===== src/rtl/pd_pkg.sv =====
package pd_pkg;

    localparam int CW = 12;

    typedef logic [CW-1:0] coord_t;

    typedef enum logic [1:0] {
        OP_CMD = 2'd0,
        OP_WR  = 2'd1,
        OP_RD  = 2'd2,
        OP_PIX = 2'd3
    } op_kind_e;

    typedef enum logic [1:0] {
        S_IDLE,
        S_RUN,
        S_WAIT,
        S_PIX
    } seq_state_e;

    localparam logic [15:0] CMD_REG_RD     = 16'h0010;
    localparam logic [15:0] CMD_REG_WR     = 16'h0011;
    localparam logic [15:0] CMD_LOAD_OPEN  = 16'h0021;
    localparam logic [15:0] CMD_LOAD_CLOSE = 16'h0022;
    localparam logic [15:0] CMD_SHOW       = 16'h0034;
    localparam logic [15:0] REG_ENG_STAT   = 16'h1224;
    localparam logic [15:0] REG_BUF_HI     = 16'h020A;
    localparam logic [15:0] REG_BUF_LO     = 16'h0208;
    localparam logic [15:0] LOAD_FORMAT    = 16'h0121;
    localparam logic [15:0] MODE_QUALITY   = 16'd2;
    localparam logic [15:0] MODE_QUICK     = 16'd6;

    // script positions
    localparam logic [4:0] ST_POLL_RD   = 5'd2;
    localparam logic [4:0] ST_AFTER_POL = 5'd3;
    localparam logic [4:0] ST_LAST_HDR  = 5'd14;
    localparam logic [4:0] ST_CLOSE     = 5'd15;
    localparam logic [4:0] ST_LAST      = 5'd21;

    typedef struct packed {
        coord_t ax0;
        coord_t ax1;
        coord_t y0;
        coord_t rows;
        coord_t wpix;
        coord_t bpr;
        logic   empty;
    } geom_t;

    function automatic coord_t floor4(coord_t v);
        return {v[CW-1:2], 2'b00};
    endfunction

    function automatic coord_t ceil4(coord_t v);
        coord_t t;
        t = v + coord_t'(3);
        return {t[CW-1:2], 2'b00};
    endfunction

    function automatic op_kind_e step_kind(logic [4:0] s);
        case (s)
            5'd0, 5'd3, 5'd6, 5'd9, 5'd15, 5'd16: return OP_CMD;
            5'd2:                                 return OP_RD;
            default:                              return OP_WR;
        endcase
    endfunction

endpackage


===== src/rtl/pd_region_align.sv =====
module pd_region_align
    import pd_pkg::*;
(
    input  coord_t x0,
    input  coord_t y0,
    input  coord_t x1,
    input  coord_t y1,
    output geom_t  g
);

    always_comb begin
        g.empty = (x1 <= x0) || (y1 <= y0);
        g.ax0   = floor4(x0);
        g.ax1   = ceil4(x1);
        g.y0    = y0;
        g.rows  = y1 - y0;
        g.wpix  = g.ax1 - g.ax0;
        g.bpr   = {1'b0, g.wpix[CW-1:1]};
    end

endmodule


===== src/rtl/pd_row_streamer.sv =====
module pd_row_streamer
    import pd_pkg::*;
#(
    parameter int          AW        = 21,
    parameter logic [AW-1:0] FB_BASE = '0,
    parameter int          FB_STRIDE = 702
) (
    input  logic          clk,
    input  logic          rst,
    input  logic          go,
    input  coord_t        col0,
    input  coord_t        y0,
    input  coord_t        bpr,
    input  coord_t        rows,
    output logic          fb_rd,
    output logic [AW-1:0] fb_addr,
    input  logic [7:0]    fb_data,
    output logic          out_valid,
    output logic [7:0]    out_byte,
    output logic          out_last,
    input  logic          out_ready
);

    typedef enum logic [1:0] {F_IDLE, F_REQ, F_WAIT, F_OFFER} fst_e;

    localparam logic [AW-1:0] STRIDE_A = AW'(FB_STRIDE);

    fst_e          st;
    logic [AW-1:0] row_base;
    coord_t        col_cnt;
    coord_t        row_cnt;
    coord_t        bpr_q;
    coord_t        rows_q;
    logic [7:0]    byte_q;
    logic          row_end;

    assign row_end   = (col_cnt == bpr_q - coord_t'(1));
    assign fb_rd     = (st == F_REQ);
    assign fb_addr   = row_base + AW'(col_cnt);
    assign out_valid = (st == F_OFFER);
    assign out_byte  = byte_q;
    assign out_last  = (st == F_OFFER) && row_end && (row_cnt == rows_q - coord_t'(1));

    always_ff @(posedge clk) begin
        if (rst) begin
            st       <= F_IDLE;
            row_base <= '0;
            col_cnt  <= '0;
            row_cnt  <= '0;
            bpr_q    <= '0;
            rows_q   <= '0;
            byte_q   <= '0;
        end else begin
            case (st)
                F_IDLE: if (go) begin
                    row_base <= FB_BASE + AW'(y0) * STRIDE_A + AW'(col0);
                    col_cnt  <= '0;
                    row_cnt  <= '0;
                    bpr_q    <= bpr;
                    rows_q   <= rows;
                    st       <= F_REQ;
                end
                F_REQ:  st <= F_WAIT;
                F_WAIT: begin
                    byte_q <= fb_data;
                    st     <= F_OFFER;
                end
                F_OFFER: if (out_ready) begin
                    if (out_last) begin
                        st <= F_IDLE;
                    end else if (row_end) begin
                        col_cnt  <= '0;
                        row_cnt  <= row_cnt + coord_t'(1);
                        row_base <= row_base + STRIDE_A;
                        st       <= F_REQ;
                    end else begin
                        col_cnt <= col_cnt + coord_t'(1);
                        st      <= F_REQ;
                    end
                end
                default: st <= F_IDLE;
            endcase
        end
    end

    // each byte is fetched once, never on back-to-back cycles
    a_r7_single_fetch: assert property (@(posedge clk) disable iff (rst)
        fb_rd |=> !fb_rd);

    // reads never fall below the framebuffer base
    a_r7_addr_floor: assert property (@(posedge clk) disable iff (rst)
        fb_rd |-> (fb_addr >= FB_BASE));

    // an offered byte stays put until taken
    a_r11_byte_hold: assert property (@(posedge clk) disable iff (rst)
        (out_valid && !out_ready) |=> (out_valid && $stable(out_byte)));

endmodule


===== src/rtl/pd_update_seq.sv =====
module pd_update_seq
    import pd_pkg::*;
#(
    parameter int            PANEL_H   = 1404,
    parameter int            AW        = 21,
    parameter int            FB_STRIDE = 702,
    parameter logic [AW-1:0] FB_BASE   = 21'h001000,
    parameter logic [31:0]   IMG_ADDR  = 32'h001A_2B40
) (
    input  logic          clk,
    input  logic          rst,
    input  logic          start,
    input  logic          fast,
    input  logic [11:0]   x0,
    input  logic [11:0]   y0,
    input  logic [11:0]   x1,
    input  logic [11:0]   y1,
    output logic          busy,
    output logic          done,
    output logic          fr_valid,
    input  logic          fr_ready,
    output logic [1:0]    fr_kind,
    output logic [15:0]   fr_word,
    input  logic          rsp_valid,
    input  logic [15:0]   rsp_word,
    output logic          fb_rd,
    output logic [AW-1:0] fb_addr,
    input  logic [7:0]    fb_data
);

    localparam logic [15:0] PANEL_H_W = 16'(PANEL_H);

    seq_state_e state;
    logic [4:0] step;
    geom_t      g_in;
    geom_t      g_q;
    logic       mode_q;
    logic       pix_go;
    logic       pix_valid;
    logic       pix_last;
    logic [7:0] pix_byte;
    logic [15:0] script_word;

    pd_region_align u_align (
        .x0 (x0),
        .y0 (y0),
        .x1 (x1),
        .y1 (y1),
        .g  (g_in)
    );

    assign pix_go = (state == S_RUN) && (step == ST_LAST_HDR) && fr_ready;

    pd_row_streamer #(
        .AW        (AW),
        .FB_BASE   (FB_BASE),
        .FB_STRIDE (FB_STRIDE)
    ) u_rows (
        .clk       (clk),
        .rst       (rst),
        .go        (pix_go),
        .col0      ({1'b0, g_q.ax0[CW-1:1]}),
        .y0        (g_q.y0),
        .bpr       (g_q.bpr),
        .rows      (g_q.rows),
        .fb_rd     (fb_rd),
        .fb_addr   (fb_addr),
        .fb_data   (fb_data),
        .out_valid (pix_valid),
        .out_byte  (pix_byte),
        .out_last  (pix_last),
        .out_ready (fr_ready && (state == S_PIX))
    );

    always_comb begin
        case (step)
            5'd0:        script_word = CMD_REG_RD;
            5'd1:        script_word = REG_ENG_STAT;
            5'd3, 5'd6:  script_word = CMD_REG_WR;
            5'd4:        script_word = REG_BUF_HI;
            5'd5:        script_word = IMG_ADDR[31:16];
            5'd7:        script_word = REG_BUF_LO;
            5'd8:        script_word = IMG_ADDR[15:0];
            5'd9:        script_word = CMD_LOAD_OPEN;
            5'd10:       script_word = LOAD_FORMAT;
            5'd11:       script_word = 16'(g_q.ax0);
            5'd12:       script_word = 16'(g_q.y0);
            5'd13:       script_word = 16'(g_q.wpix);
            5'd14:       script_word = 16'(g_q.rows);
            5'd15:       script_word = CMD_LOAD_CLOSE;
            5'd16:       script_word = CMD_SHOW;
            5'd17:       script_word = 16'(g_q.y0);
            5'd18:       script_word = PANEL_H_W - 16'(g_q.ax1);
            5'd19:       script_word = 16'(g_q.rows);
            5'd20:       script_word = 16'(g_q.wpix);
            5'd21:       script_word = mode_q ? MODE_QUICK : MODE_QUALITY;
            default:     script_word = 16'h0000;
        endcase
    end

    always_comb begin
        if (state == S_PIX) begin
            fr_valid = pix_valid;
            fr_kind  = OP_PIX;
            fr_word  = {8'h00, pix_byte};
        end else begin
            fr_valid = (state == S_RUN);
            fr_kind  = step_kind(step);
            fr_word  = script_word;
        end
    end

    assign busy = (state != S_IDLE);

    always_ff @(posedge clk) begin
        if (rst) begin
            state  <= S_IDLE;
            step   <= '0;
            done   <= 1'b0;
            g_q    <= '0;
            mode_q <= 1'b0;
        end else begin
            done <= 1'b0;
            case (state)
                S_IDLE: if (start) begin
                    if (g_in.empty) begin
                        done <= 1'b1;
                    end else begin
                        g_q    <= g_in;
                        mode_q <= fast;
                        step   <= '0;
                        state  <= S_RUN;
                    end
                end
                S_RUN: if (fr_ready) begin
                    if (step == ST_POLL_RD) begin
                        state <= S_WAIT;
                    end else if (step == ST_LAST_HDR) begin
                        step  <= ST_CLOSE;
                        state <= S_PIX;
                    end else if (step == ST_LAST) begin
                        state <= S_IDLE;
                        done  <= 1'b1;
                    end else begin
                        step <= step + 5'd1;
                    end
                end
                S_WAIT: if (rsp_valid) begin
                    step  <= (rsp_word == 16'h0000) ? ST_AFTER_POL : 5'd0;
                    state <= S_RUN;
                end
                S_PIX: if (pix_valid && fr_ready && pix_last) begin
                    state <= S_RUN;
                end
                default: state <= S_IDLE;
            endcase
        end
    end

    // a stalled operation is held unchanged
    a_r11_op_hold: assert property (@(posedge clk) disable iff (rst)
        (fr_valid && !fr_ready) |=> (fr_valid && $stable(fr_kind) && $stable(fr_word)));

    // an empty rectangle causes no traffic and an immediate done
    a_r2_empty_quiet: assert property (@(posedge clk) disable iff (rst)
        (!busy && start && ((x1 <= x0) || (y1 <= y0))) |=> (!fr_valid && done && !busy));

    // done lasts one cycle
    a_r10_done_pulse: assert property (@(posedge clk) disable iff (rst)
        done |=> !done);

    // done follows an accepted transfer or a start
    a_r10_done_cause: assert property (@(posedge clk) disable iff (rst)
        done |-> ($past(fr_valid && fr_ready) || $past(start)));

    // latched region is 4-pixel aligned and nonempty
    a_r5_aligned: assert property (@(posedge clk) disable iff (rst)
        busy |-> (g_q.ax0[1:0] == 2'b00 && g_q.wpix[1:0] == 2'b00 && g_q.wpix != '0));

    // no request is offered while a read response is pending
    a_r3_wait_quiet: assert property (@(posedge clk) disable iff (rst)
        (state == S_WAIT) |-> !fr_valid);

endmodule


===== config.mk =====
export PLATFORM = sky130hd
export DESIGN_NAME = pd_update_seq
export DESIGN_NICKNAME = d
export VERILOG_FILES = /design/src/rtl/pd_pkg.sv /design/src/rtl/pd_region_align.sv /design/src/rtl/pd_row_streamer.sv /design/src/rtl/pd_update_seq.sv
export SDC_FILE = /design/constraint.sdc
export NUM_CORES = 1
export LEC_CHECK = 0
export CAP_MARGIN = 25
export CORE_ASPECT_RATIO = 1.25
export CORE_UTILIZATION = 64
export DETAILED_ROUTE_END_ITERATION = 10
export GPL_TIMING_DRIVEN = 0
export PLACE_DENSITY = 0.87
export SETUP_SLACK_MARGIN = 0.15
export SLEW_MARGIN = 10
export SYNTH_ARGS = -nofsm -noshare
export SYNTH_HDL_FRONTEND = slang
export SYNTH_SLANG_ARGS = --single-unit

===== constraint.sdc =====
create_clock -name clk -period 8.7 [get_ports clk]
set_clock_uncertainty 0.1 [all_clocks]
set_input_delay 2.175 -clock clk [delete_from_list [all_inputs] [get_ports clk]]
set_output_delay 2.175 -clock clk [all_outputs]
set_load 0.03 [all_outputs]

---- After elaboration in Yosys (flattened, before gate mapping) ----
Index checks and enable logic that the tools add are counted.
cells by class
  $add $sub $neg .......................... 13
  multiply operators ...................... 1
  div/mod/pow operators ................... 0
  $lt $le $gt $ge ......................... 2
  equal/unequal tests ..................... 41
  shift-type cells ........................ 0
  mux-type cells .......................... 49
  bitwise logic cells ..................... 1
  reductions and logical operators ........ 27
operators by type and width
  kind                                                number
  case mux 16 bit (17 select lines)                   1
  two-way mux 12 bit                                  7
  two-way mux 21 bit                                  4
  case mux 12 bit (2 select lines)                    2
  case mux 21 bit (2 select lines)                    1
  == test 5 x 4 -> 1 bit, second input constant       8
  two-way mux 5 bit                                   7
  == test 5 bit, second input constant                6
  adder 12 x 1 -> 12 bit, second input constant       2
  == test 12 bit                                      2
  less-or-equal comparator 12 bit                     2
  two-way mux 2 bit                                   12
  subtractor 12 bit                                   2
  adder 13 x 21 -> 21 bit, first input constant       1
  adder 21 x 10 -> 21 bit, second input constant      1
  adder 21 x 11 -> 21 bit                             1
  adder 21 x 12 -> 21 bit                             1
  == test 5 x 3 -> 1 bit, second input constant       4
  multiplier 12 x 9 -> 20 bit, second input constant  1
  logical NOT 16 bit                                  1
  two-way mux 16 bit                                  1
  case mux 2 bit (4 select lines)                     2
  case mux 5 bit (3 select lines)                     1
  != test 2 bit, second input constant                7
  31 further kinds                                    57
word-level totals
  bits in registers ....................... 154
  bits in latches ......................... 0
  bits in writable memories ............... 0
  bits in read-only memories .............. 0
  bits of input ports ..................... 78
  output and inout port bits .............. 43
  word-level logic and storage cells ...... 151
  memories ................................ 0

---- Logic depth before layout (Yosys ltp) ----
Gate-level depths: netlist (run 1).
  word-level depth ........................ 7
  mapped depth ............................ 23
  depth with buffers taken out ............ 23

---- By module ----
A second synthesis (run 1) with hierarchy kept.
unflattened totals
  cells, all modules ...................... 1,879
  area, all modules ....................... 14,475.1 um^2
modules (own cells, without submodules)
  module           instances  cells each  area an instance (um^2)  sequential area each (um^2)
  pd_row_streamer  1          1,046       8,386.8                  1,581.5
  pd_update_seq    1          577         4,279.1                  1,621.6
  pd_region_align  1          256         1,809.2                  0.0

---- Worst setup path after synthesis (run 1) ----
OpenSTA, ideal clock, no wires.
  path type ............................... register -> register
  start point ............................. register g_q[43] (netlist bit)
  end point ............................... register u_rows.row_base[15]
  setup time .............................. 0.086 ns
  arrival ................................. 5.244 ns
  required time ........................... 8.514 ns
  slack ................................... 3.270 ns
  cell stages (with the launch flop) ...... 22
  path buffers ............................ 1
  period minus slack after synthesis ...... 5.430 ns
  path through ............................ dfxtp_1 > fa_1 > inv_1 > fa_1 > inv_1 > fa_1 > inv_1 > fa_1 > inv_1 > ha_1 > clkbuf_1 > nand3_1 > and4b_1 > xnor2_1 > ha_1 > a21o_1 > o41ai_1 > o22ai_1 > and2_1 > xor2_1 > o21ai_0 > a211oi_1
between the ends
  cells in the longest elaborated chain, start to end .. 5
ends and longest elaborated chain
  element                           line                   RTL
  from (decl)                       pd_update_seq.sv:36    geom_t g_q;
  from (signal assigned)            pd_update_seq.sv:129   g_q <= g_in;
  multiplier 12 x 9 -> 20 bit       pd_row_streamer.sv:56  row_base <= FB_BASE + AW'(y0) * STRIDE_A + AW'(col0);
  adder 13 x 21 -> 21 bit           pd_row_streamer.sv:56
  adder 21 x 11 -> 21 bit           pd_row_streamer.sv:56
  two-way mux 21 bit                pd_row_streamer.sv:55  F_IDLE: if (go) begin
  case mux 21 bit (2 select lines)  pd_row_streamer.sv:54  case (st)
  to (signal assigned)              pd_row_streamer.sv:56
  to (signal assigned)              pd_row_streamer.sv:74  row_base <= row_base + STRIDE_A;
  to (decl)                         pd_row_streamer.sv:29  logic [AW-1:0] row_base;
No other way between the ends. The select of a mux whose other input is x is not followed.
A chain may end at the register's enable or synchronous reset.

---- Worst setup path after layout (run 1) ----
  start point ............................. register step[3]
  end point ............................... output port fr_word[15]
between the ends
  cells in the longest elaborated chain, start to end .. 4
  elaborated cells on any way between the ends .. 27
  those cells by class .................... eq/ne: 20; mux: 2; reduce/logical: 5
ends and longest elaborated chain
  element                                line                  RTL
  from (decl)                            pd_update_seq.sv:34   logic [4:0] step;
  from (signal assigned)                 pd_update_seq.sv:145  step <= step + 5'd1;
  from (signal assigned)                 pd_update_seq.sv:149  step <= (rsp_word == 16'h0000) ? ST_AFTER_POL : 5'd0;
  == test 5 bit (tied with other cells)  pd_update_seq.sv:76   case (step)
  OR reduction 2 bit (on tied branches)  -
  case mux 16 bit (17 select lines) *    pd_update_seq.sv:76
  two-way mux 16 bit *                   pd_update_seq.sv:102  if (state == S_PIX) begin
  to (decl)                              pd_update_seq.sv:23   output logic [15:0] fr_word,
Every way passes the cells marked *; elsewhere a longest branch is shown, timed or not.

==> results.sh, run 1 <==
export IMPL_grt_pass1_wl_um=60300
export IMPL_post_cts_buffers=0
export IMPL_cpMaxStageDelayCell="clkdlybuf4s50_1"
export IMPL_synthFlopType="dfxtp_1"
export IMPL_drt_iter0_drc=1094
export IMPL_p_clk_share_pct=27.3
export IMPL_async_reset_ff_share_pct=0
export IMPL_area_growth_pct=16.3
export IMPL_synth_top_area_share_pct=21.6
export IMPL_antenna_cells=0
export IMPL_cp_max_fo=10
export IMPL_drive_above_1_share_pct=3.36
export IMPL_arrival_ns=4.48
export IMPL_finalWorstSetupSlack_ns=1.95
export IMPL_ctsRootBufferMaster="clkbuf_16"
export IMPL_fin_crit_ns=6.75
export IMPL_die_x_um=129
export IMPL_slew_headroom_pct=43.0
export IMPL_slew_violations=0
export IMPL_grt_ovfl_total=0
export IMPL_cts_sinks=139
export IMPL_p_int_w=0.00152
export IMPL_critPathMostFrequentCell="clkbuf_1"
export IMPL_wire_per_inst_um=18.4
export IMPL_cp_required_ns=6.43
export IMPL_seq_area_frac_synth_pct=21.6
export IMPL_synth_area_mm2=0.0129
export IMPL_synth_area_leaders="dfxtp_1, ha_1, fa_1"
export IMPL_crit_path_start_kind="flip-flop"
export IMPL_wirelength_um=37700
export IMPL_final_setup_viol_count=0
export IMPL_die_h_um=161
export IMPL_first_global_vias=11989
export IMPL_route_detailed_drc=0
export IMPL_grt_usage_pct=37.4
export IMPL_p_comb_share_pct=42.5
export IMPL_dieArea_mm2=0.0207
export IMPL_ys_types=77
export IMPL_finalSetupTns_ns=0
export IMPL_dp_hpwl_um=29900
export IMPL_dr_pass1_iters=6
export IMPL_hold_ws_ns=0.393
export IMPL_maxCapViolations=0
export IMPL_syn_instance_count=1632
export IMPL_ys_ff_latch=139
export IMPL_antenna_found_initial=1
export IMPL_start_util_pct=65.8
export IMPL_fillCellCount=1498
export IMPL_critPathKind="flip-flop to primary output"
export IMPL_synth_common_cells="inv_1, nor2_1, dfxtp_1, ha_1, nand2_1"
export IMPL_crit_buf_inv=6
export IMPL_cts_tree="done"
export IMPL_ys_warn_count=0
export IMPL_num_vias=12507
export IMPL_cts_resized=0
export IMPL_final_nets=2031
export IMPL_seq_power_share_pct=30.2
export IMPL_cts_path_max_buffers=2
export IMPL_slowest_delay_ns=0.66
export IMPL_yosys_area_top_type="dfxtp_1"
export IMPL_vdd_drop_max_uv=163
export IMPL_worstMarginPinSlew_ns=0.850
export IMPL_io_pins=121
export IMPL_synth_edff_count=0
export IMPL_cts_hold_buffers=0
export IMPL_synth_most_common_cell="inv_1"
export IMPL_dp_slack_ns=2.53
export IMPL_clkTransAtPathRegs_ns=0.06
export IMPL_hold_violations=0
export IMPL_coreArea_mm2=0.0195
export IMPL_port_buffers=120
export IMPL_rows=57
export IMPL_htreeDepth=4
export IMPL_period_share_pct=77.6
export IMPL_powerDensity_mw_per_mm2=170
export IMPL_via_per_inst=6.10
export IMPL_avgSynthCellArea_um2=7.88
export IMPL_crit_chain="clkbuf_1, clkbuf_1, clkbuf_1, and3_1, ha_1, a211oi_1, a21o_1, clkbuf_1, nor3_1, buf_4, clkdlybuf4s50_1"
export IMPL_end_kind="primary output"
export IMPL_clock_latency_ns=0.43
export IMPL_status="finished, final reports clean"
export IMPL_cts_buffers=17
export IMPL_power_leakage_nw=6.39
export IMPL_min_path_type="flip-flop to flip-flop"
export IMPL_max_clock_freq_mhz=148
export IMPL_syn_num_nets=1891
export IMPL_ant_nets=0
export IMPL_grt_max_degree=17
export IMPL_power_switching_w=0.00103
export IMPL_seq_area_mm2=0.00278
export IMPL_critPathTopFamily="buffers and inverters"
export IMPL_gp_congestion=0.998
export IMPL_multi_input_area_mm2=0.00907
export IMPL_switching_share_pct=40.3
export IMPL_rsz0062_at_grt="no"
[cell usage in the layout, fill, tap and decap left out, drive strengths merged, types with 8 or more instances in the layout]
cell,n
o21bai,8
nor2,169
xnor2,63
xor2,52
mux2i,63
buf,21
nor4,11
nand3,42
a221oi,12
nand3b,8
inv,180
a31oi,10
a211oi,32
and3,24
nand4,31
a21o,26
fa,50
ha,131
o22ai,9
a21oi,112
or3,9
nor3,38
dfxtp,139
nor2b,10
o21ai,67
o21a,18
or2,9
o31ai,10
clkdlybuf4s50,120
clkbuf,80
nand2,130
[metrics by stage]
| stage | instances | utilization [%] | cell area, um2 | power [W] |
|---|---|---|---|---|
| floorplan | 1632 | - | 12900 | 0.00149 |
| global route | 2050 | 76.5 | 15000 | 0.00268 |
| CTS | 2049 | 76.5 | 15000 | 0.00253 |
| detailed placement | 2017 | 73.7 | 14400 | 0.00184 |
| global placement | 2017 | 73.7 | 14400 | 0.00180 |
| finish | 2050 | 76.5 | 15000 | 0.00255 |
[worst register-to-register path, cell delays in order, from the launching register on]
cell and delay, ns:
dfxtp_1 0.53, fa_1 0.63, inv_1 0.05, fa_1 0.49
inv_1 0.05, fa_1 0.49, inv_1 0.06, fa_1 0.52
inv_1 0.04, ha_1 0.26, clkbuf_1 0.29, nand3_1 0.15
and4b_1 0.24, xnor2_1 0.12, ha_1 0.33, a21o_1 0.22
o41ai_1 0.47, o22ai_1 0.20, and2_1 0.23, nand4_1 0.11
xor2_1 0.24, a31oi_1 0.12
[power by group through the flow]
stage          registers [W]  clock network, W  logic (W)
2_1_floorplan       0.000748                 0   0.000741
3_3_place_gp        0.000775                 0    0.00103
3_5_place_dp        0.000777                 0    0.00106
4_1_cts             0.000764          0.000696    0.00107
5_1_grt             0.000773          0.000722    0.00118
6_report            0.000768          0.000696    0.00108
[per-layer routing]
metal  part of all wire [%]  vias up  routed length [um]  track usage [%]
li1                       -     5950                   -                -
met1                     40     5852               15000             46.0
met2                     48      587               18000             62.8
met3                    7.6      116                2860             5.86
met4                    4.8        2                1810             19.1
met5                  0.034        -                  13                0
[sequential cells by signal (all words and copies together), names as in the netlist]
signal,flops
u_rows.st,2
u_rows.out_byte,8
u_rows.row_base,20
u_rows.bpr_q,10
step,5
mode_q,1
done,1
u_rows.rows_q,12
state,2
u_rows.col_cnt,12
g_q,54
u_rows.row_cnt,12
[logic make-up (layout without fill, tap and decap cells)]
family	after synthesis	count (layout)	synth area share, %
flops	139	139	21.6
simple gates	511	511	18.7
buf+inv	258	411	7.88
xor+xnor	115	115	7.83
mux	64	64	4.99
compound gates	364	364	18.4
fa+ha+maj	181	181	20.5
[layout make-up]
type / count / area share (%)
multi-input cells: 1235 / 60.6
well taps: 265 / 2.22
clock inverters: 12 / 0.778
flip-flops and latches: 139 / 18.6
repair buffers: 121 / 8.06
inverters: 178 / 4.47
plain buffers: 80 / 2.31
clock buffers: 20 / 2.92
[path summary, 6_finish.rpt]
kind / from / endpoint / slack (ns) / depth (start not counted)
worst max-delay path: step[3] / fr_word[15] / 1.95 / 11
worst min-delay path: u_rows.bpr_q[6] / u_rows.bpr_q[6] / 0.39 / 2
worst max register to register: g_q[43] / u_rows.row_base[19] / 2.59 / 21
worst min register to register: u_rows.bpr_q[6] / u_rows.bpr_q[6] / 0.39 / 2
Note: power is estimated with default switching activity, not from simulation.
==> inputs of run 2 (changes only) <==
--- a/config.mk
+++ b/config.mk
@@ -7,10 +7,10 @@
 export LEC_CHECK = 0
 export CAP_MARGIN = 25
 export CORE_ASPECT_RATIO = 1.25
-export CORE_UTILIZATION = 64
+export CORE_UTILIZATION = 54
 export DETAILED_ROUTE_END_ITERATION = 10
 export GPL_TIMING_DRIVEN = 0
-export PLACE_DENSITY = 0.87
+export PLACE_DENSITY = 0.78
 export SETUP_SLACK_MARGIN = 0.15
 export SLEW_MARGIN = 10
 export SYNTH_ARGS = -nofsm -noshare
==> constraint.sdc (replaced) <==
create_clock -name clk -period 6.1 [get_ports clk]
set_clock_uncertainty 0.1 [all_clocks]
set_input_delay 1.525 -clock clk [delete_from_list [all_inputs] [get_ports clk]]
set_output_delay 1.525 -clock clk [all_outputs]
set_load 0.03 [all_outputs]
==> run 2 against run 1 <==
Via count is 0.95% lower. Count of clock-buffer cells in the layout is 2 lower. Design area is 0.86% higher. Critical path depth stayed put. Critical path type unchanged.
==> results.sh, run 2 (synthesized netlist as in run 1, its figures left out) <==
export IMPL_status="finished, final reports clean"
export IMPL_cp_max_fo=10
export IMPL_dp_cells=2040
export IMPL_crit_path_start_kind="flip-flop"
export IMPL_cts_path_max_buffers=2
export IMPL_route_detailed_drc=0
export IMPL_first_global_vias=11571
export IMPL_drt_iter0_drc=1048
export IMPL_io_pins=121
export IMPL_grt_pass1_wl_um=59400
export IMPL_cts_tree="done"
export IMPL_max_clock_freq_mhz=174
export IMPL_vdd_drop_max_uv=203
export IMPL_end_kind="primary output"
export IMPL_finalWorstSetupSlack_ns=0.346
export IMPL_port_buffers=120
export IMPL_die_h_um=175
export IMPL_slew_violations=0
export IMPL_rsz0062_at_grt="yes"
export IMPL_dieArea_mm2=0.0244
export IMPL_cp_required_ns=4.47
export IMPL_wirelength_um=37800
export IMPL_finalSetupTns_ns=0
export IMPL_final_setup_viol_count=0
export IMPL_wire_per_inst_um=18.2
export IMPL_regMostFlops="g_q"
export IMPL_slew_headroom_pct=41.5
export IMPL_grt_max_degree=17
export IMPL_dp_slack_ns=0.00265
export IMPL_worstMarginPinSlew_ns=0.872
export IMPL_final_cell_mix="inv_1, nor2_1, dfxtp_1"
export IMPL_fillCellCount=1981
export IMPL_dp_hpwl_um=30000
export IMPL_area_growth_pct=17.3
export IMPL_fin_util_pct=65.0
export IMPL_arrival_ns=4.13
export IMPL_clkTransAtPathRegs_ns=0.07
export IMPL_num_vias=12388
export IMPL_finalNonFillerCells=2073
export IMPL_reg_top3="g_q: 54 flops, u_rows.row_base: 20 flops"
export IMPL_powerDensity_mw_per_mm2=249
export IMPL_ant_nets=0
export IMPL_antenna_found_initial=0
export IMPL_via_per_inst=5.98
export IMPL_coreArea_mm2=0.0232
export IMPL_antenna_cells=0
export IMPL_gp_congestion=0.972
export IMPL_htreeDepth=4
export IMPL_min_path_type="flip-flop to flip-flop"
export IMPL_fin_crit_ns=5.75
export IMPL_crit_chain="clkbuf_2, clkbuf_1, clkbuf_2, and3_1, ha_1, a211oi_1, a21o_1, clkbuf_1, nor3_1, buf_4, clkdlybuf4s50_1"
export IMPL_post_cts_buffers=0
export IMPL_clock_latency_ns=0.44
export IMPL_slowest_delay_ns=0.65
export IMPL_critPathKind="flip-flop to primary output"
export IMPL_dr_pass1_iters=6
export IMPL_cts_buffers=17
export IMPL_final_nets=2031
export IMPL_grt_ovfl_total=0
export IMPL_drive_above_1_share_pct=4.09
export IMPL_rows=62
export IMPL_power_leakage_nw=6.54
export IMPL_start_util_pct=55.5
export IMPL_largest_reg_flops=54
export IMPL_maxCapViolations=0
export IMPL_crit_buf_inv=6
export IMPL_cts_sinks=139
export IMPL_hold_violations=0
export IMPL_cpMaxStageDelayCell="clkdlybuf4s50_1"
export IMPL_grt_usage_pct=31.0
export IMPL_period_share_pct=94.3
export IMPL_layout_commonest_cell="inv_1"
export IMPL_ctsRootBufferMaster="clkbuf_16"
export IMPL_die_x_um=140
export IMPL_critPathTopFamily="buffers and inverters"
export IMPL_hold_ws_ns=0.374
[run 2: cell count changes in the layout (fill, tap and decap cells not counted), sizes merged]
cell	delta
clkdlybuf4s50	-5
dlymetal6s2s	+5
inv	+3
bufinv	+2
clkbuf	-2
clkinv	-2
clkinvlp	-1
[run 2: tightest hold or removal path: stages (launching register included)]
cell and delay, ns:
dfxtp_1 0.32, nand2_1 0.05, a21oi_1 0.05
[run 2: path summary, 6_finish.rpt]
| check | from | to | slack [ns] | cells past startpoint |
|---|---|---|---|---|
| min reg2reg | u_rows.rows_q[11] | u_rows.rows_q[11] | 0.37 | 2 |
| max reg2reg | g_q[40] | u_rows.row_base[18] | 0.36 | 20 |
| min | u_rows.rows_q[11] | u_rows.rows_q[11] | 0.37 | 2 |
| max | step[3] | fr_word[15] | 0.35 | 11 |
[run 2: what timing repair did]
item                                    CTS  global route
gates resized for setup                   3            14
hold buffers                              0             0
endpoints found under the setup margin    5            15
gates cloned                              0             0
[run 2: power breakdown]
| part | switching [W] | internal (W) | total (W) |
|---|---|---|---|
| clock network | 0.000452 | 0.000663 | 0.00112 |
| registers | 0.000111 | 0.000985 | 0.00110 |
| logic | 0.000915 | 0.000622 | 0.00154 |
[run 2: final cells by class]
class	count	area [um2]	share of cell area (%)
multi-input combinational	1235	9080	60.2
buffer	80	349	2.31
clock buffer	18	439	2.91
clock inverter	14	181	1.20
tap	288	360	2.39
timing repair buffer	121	1220	8.08
sequential	139	2790	18.5
inverter	178	668	4.43
[run 2: metrics by stage]
stage          power (W)  cell area (um2)
3_5_place_dp     0.00262            14400
6_report         0.00375            15100
2_1_floorplan    0.00212            12900
5_1_grt          0.00393            15100
3_3_place_gp     0.00258            14400
4_1_cts          0.00373            15100
[run 2: metal layers]
| metal | wire (um) | share of wire (%) | up-vias | GRT usage (%) |
|---|---|---|---|---|
| li1 | - | - | 5969 | - |
| met1 | 15700 | 41 | 5828 | 38.3 |
| met2 | 18000 | 48 | 488 | 52.9 |
| met3 | 2250 | 6.0 | 103 | 3.54 |
| met4 | 1900 | 5.0 | 0 | 16.7 |
| met5 | 0 | 0 | - | 0 |
==> inputs of run 3 (changes only) <==
--- a/config.mk
+++ b/config.mk
@@ -6,8 +6,10 @@
 export NUM_CORES = 1
 export LEC_CHECK = 0
 export CAP_MARGIN = 25
+export CELL_PAD_IN_SITES_DETAIL_PLACEMENT = 1
+export CELL_PAD_IN_SITES_GLOBAL_PLACEMENT = 2
 export CORE_ASPECT_RATIO = 1.25
-export CORE_UTILIZATION = 54
+export CORE_UTILIZATION = 32
 export DETAILED_ROUTE_END_ITERATION = 10
 export GPL_TIMING_DRIVEN = 0
 export PLACE_DENSITY = 0.78
==> run 3 against run 2 <==
Non-clock buffer count up 5. Wire length up 18%. Worst setup slack better by 0.036 ns. Register-to-register slack better by 0.16 ns. Critical path depth unchanged. Total power up 0.68%. Die area up 68%. Final cell count up 10%. Clock power about the same. Hold slack better by 0.0076 ns. Sequential share of layout area down 0.30 points. Highest routed layer unchanged.
==> results.sh, run 3 (synthesized netlist as in run 1, its figures left out) <==
export IMPL_status="finished, final reports clean"
export IMPL_grt_usage_pct=22.1
export IMPL_worstMarginPinSlew_ns=0.910
export IMPL_layout_commonest_cell="inv_1"
export IMPL_coreArea_mm2=0.0394
export IMPL_gp_congestion=0.919
export IMPL_route_detailed_drc=0
export IMPL_powerDensity_mw_per_mm2=245
export IMPL_wire_per_inst_um=19.4
export IMPL_cts_buffers=17
export IMPL_cts_path_max_buffers=2
export IMPL_r2r_end="u_rows.row_base[19]"
export IMPL_ant_nets=0
export IMPL_grt_max_degree=17
export IMPL_maxCapViolations=0
export IMPL_antenna_cells=0
export IMPL_ctsRootBufferMaster="clkbuf_16"
export IMPL_largest_reg_flops=54
export IMPL_finalInstanceArea_mm2=0.0154
export IMPL_die_x_um=181
export IMPL_vdd_drop_max_uv=210
export IMPL_io_pins=121
export IMPL_period_share_pct=93.7
export IMPL_hold_start="u_rows.rows_q[11]"
export IMPL_worst_r2r_path_depth=22
export IMPL_slew_violations=0
export IMPL_start_util_pct=32.6
export IMPL_rsz0062_at_grt="no"
export IMPL_reg2reg_from="g_q[44]"
export IMPL_final_setup_viol_count=0
export IMPL_power_leakage_nw=6.56
export IMPL_crit_chain="clkbuf_2, clkbuf_2, clkbuf_2, and3_1, ha_1, a211oi_1, a21o_1, clkbuf_1, nor3_1, buf_4, clkdlybuf4s50_1"
export IMPL_cts_tree="done"
export IMPL_slowest_delay_ns=0.65
export IMPL_grt_ovfl_total=0
export IMPL_final_nets=2036
export IMPL_power_w=0.00377
export IMPL_critPathMostFrequentCell="clkbuf_2"
export IMPL_cts_sinks=139
export IMPL_rows=81
export IMPL_die_h_um=226
export IMPL_grt_pass1_wl_um=70600
export IMPL_hold_violations=0
export IMPL_final_cell_mix="inv_1, nor2_1, dfxtp_1"
export IMPL_regMostFlops="g_q"
export IMPL_dp_slack_ns=-0.226
export IMPL_critPathKind="flip-flop to primary output"
export IMPL_port_buffers=120
export IMPL_fin_crit_ns=5.72
export IMPL_cts_hold_buffers=0
export IMPL_clock_latency_ns=0.44
export IMPL_antenna_found_initial=0
export IMPL_first_global_vias=12843
export IMPL_num_vias=12229
export IMPL_slew_headroom_pct=39.4
export IMPL_wirelength_um=44500
export IMPL_clkTransAtPathRegs_ns=0.07
export IMPL_end_kind="primary output"
export IMPL_dp_hpwl_um=36300
export IMPL_arrival_ns=4.09
export IMPL_htreeDepth=4
export IMPL_crit_path_start_kind="flip-flop"
export IMPL_dp_cells=2250
export IMPL_cp_max_fo=10
export IMPL_worstHoldPathCells=2
export IMPL_cpMaxStageDelayCell="clkdlybuf4s50_1"
export IMPL_area_growth_pct=19.7
export IMPL_cp_required_ns=4.47
export IMPL_min_path_type="flip-flop to flip-flop"
export IMPL_reg_top3="g_q: 54 flops, u_rows.row_base: 20 flops"
export IMPL_crit_buf_inv=6
export IMPL_fin_util_pct=39.1
export IMPL_dieArea_mm2=0.0410
export IMPL_critPathTopFamily="buffers and inverters"
export IMPL_via_per_inst=5.34
export IMPL_whs_endpoint="u_rows.rows_q[11]"
export IMPL_dr_pass1_iters=5
export IMPL_max_clock_freq_mhz=175
export IMPL_finalWorstSetupSlack_ns=0.382
export IMPL_r2r_slack_ns=0.52
export IMPL_drt_iter0_drc=463
export IMPL_placed_area_mm2=0.0147
export IMPL_finalNonFillerCells=2288
export IMPL_drive_above_1_share_pct=4.53
==> run 3: cell count changes in the layout (fill, tap and decap cells not counted), moves of 2 or more <==
| cell | before | now |
|---|---|---|
| clkbuf_2 | 3 | 5 |
| dfxtp_1 | 134 | 132 |
| dfxtp_2 | 5 | 3 |
| dfxtp_4 | 0 | 4 |
| buf_4 | 3 | 8 |
==> run 3: repair_timing <==
item / 4_1_cts / 5_1_grt
resized for setup: 10 / 20
setup buffers: 0 / 5
gates cloned: 0 / 0
endpoints found under the setup margin: 13 / 16
pin swaps: 0 / 3
==> run 3: worst reg2reg max path, delay by kind of cell, from the launching register on <==
kind,cells,cell delay [ns]
AOI/OAI and AO/OA,5,0.87
xor gates and xnor gates,2,0.36
DFF,1,0.41
adders and majority gates,6,2.62
and+or+nand+nor,4,0.69
buffers and inverters,5,0.38
==> run 3: per-layer routing <==
metal / GRT usage [%] / wire (um)
met1: 27.0 / 19700
met2: 39.2 / 22000
met3: 2.77 / 1240
met4: 8.75 / 1460
met5: 0 / 0
==> run 3: power by group <==
group / total (W) / switching, W / internal, W
Clock: 0.00110 / 0.000451 / 0.000649
Sequential: 0.00110 / 0.000114 / 0.000984
Combinational: 0.00158 / 0.000949 / 0.000628
Total: 0.00377 / 0.00151 / 0.00226
==> run 3: through the flow <==
step | TNS (ns) | hold WS [ns]
floorplan | 0 | 0.344
global placement | -0.0543 | 0.365
detailed placement | -0.554 | 0.374
CTS | 0 | 0.382
global route | 0 | 0.424
finish | 0 | 0.382
==> run 3: worst max path at each step <==
stage / startpoint / endpoint / slack [ns] / cells after the start
5_1_grt: g_q[44] / u_rows.row_base[16] / 0.17 / 22
3_5_place_dp: g_q[43] / u_rows.row_base[19] / -0.23 / 21
3_3_place_gp: g_q[43] / u_rows.row_base[19] / -0.05 / 21
6_report: step[3] / fr_word[15] / 0.38 / 11
2_1_floorplan: g_q[43] / u_rows.row_base[15] / 0.67 / 21
4_1_cts: g_q[43] / u_rows.row_base[19] / 0.26 / 21
==> run 3: area by class of cell <==
| cell class | instances | area (um2) |
|---|---|---|
| fill | 4767 | 24000 |
| multi-input combinational | 1235 | 9100 |
| sequential | 139 | 2800 |
| timing repair buffer | 126 | 1250 |
| inverter | 178 | 668 |
| tap | 498 | 623 |
| clock buffer | 20 | 437 |
| buffer | 80 | 355 |
| clock inverter | 12 | 163 |
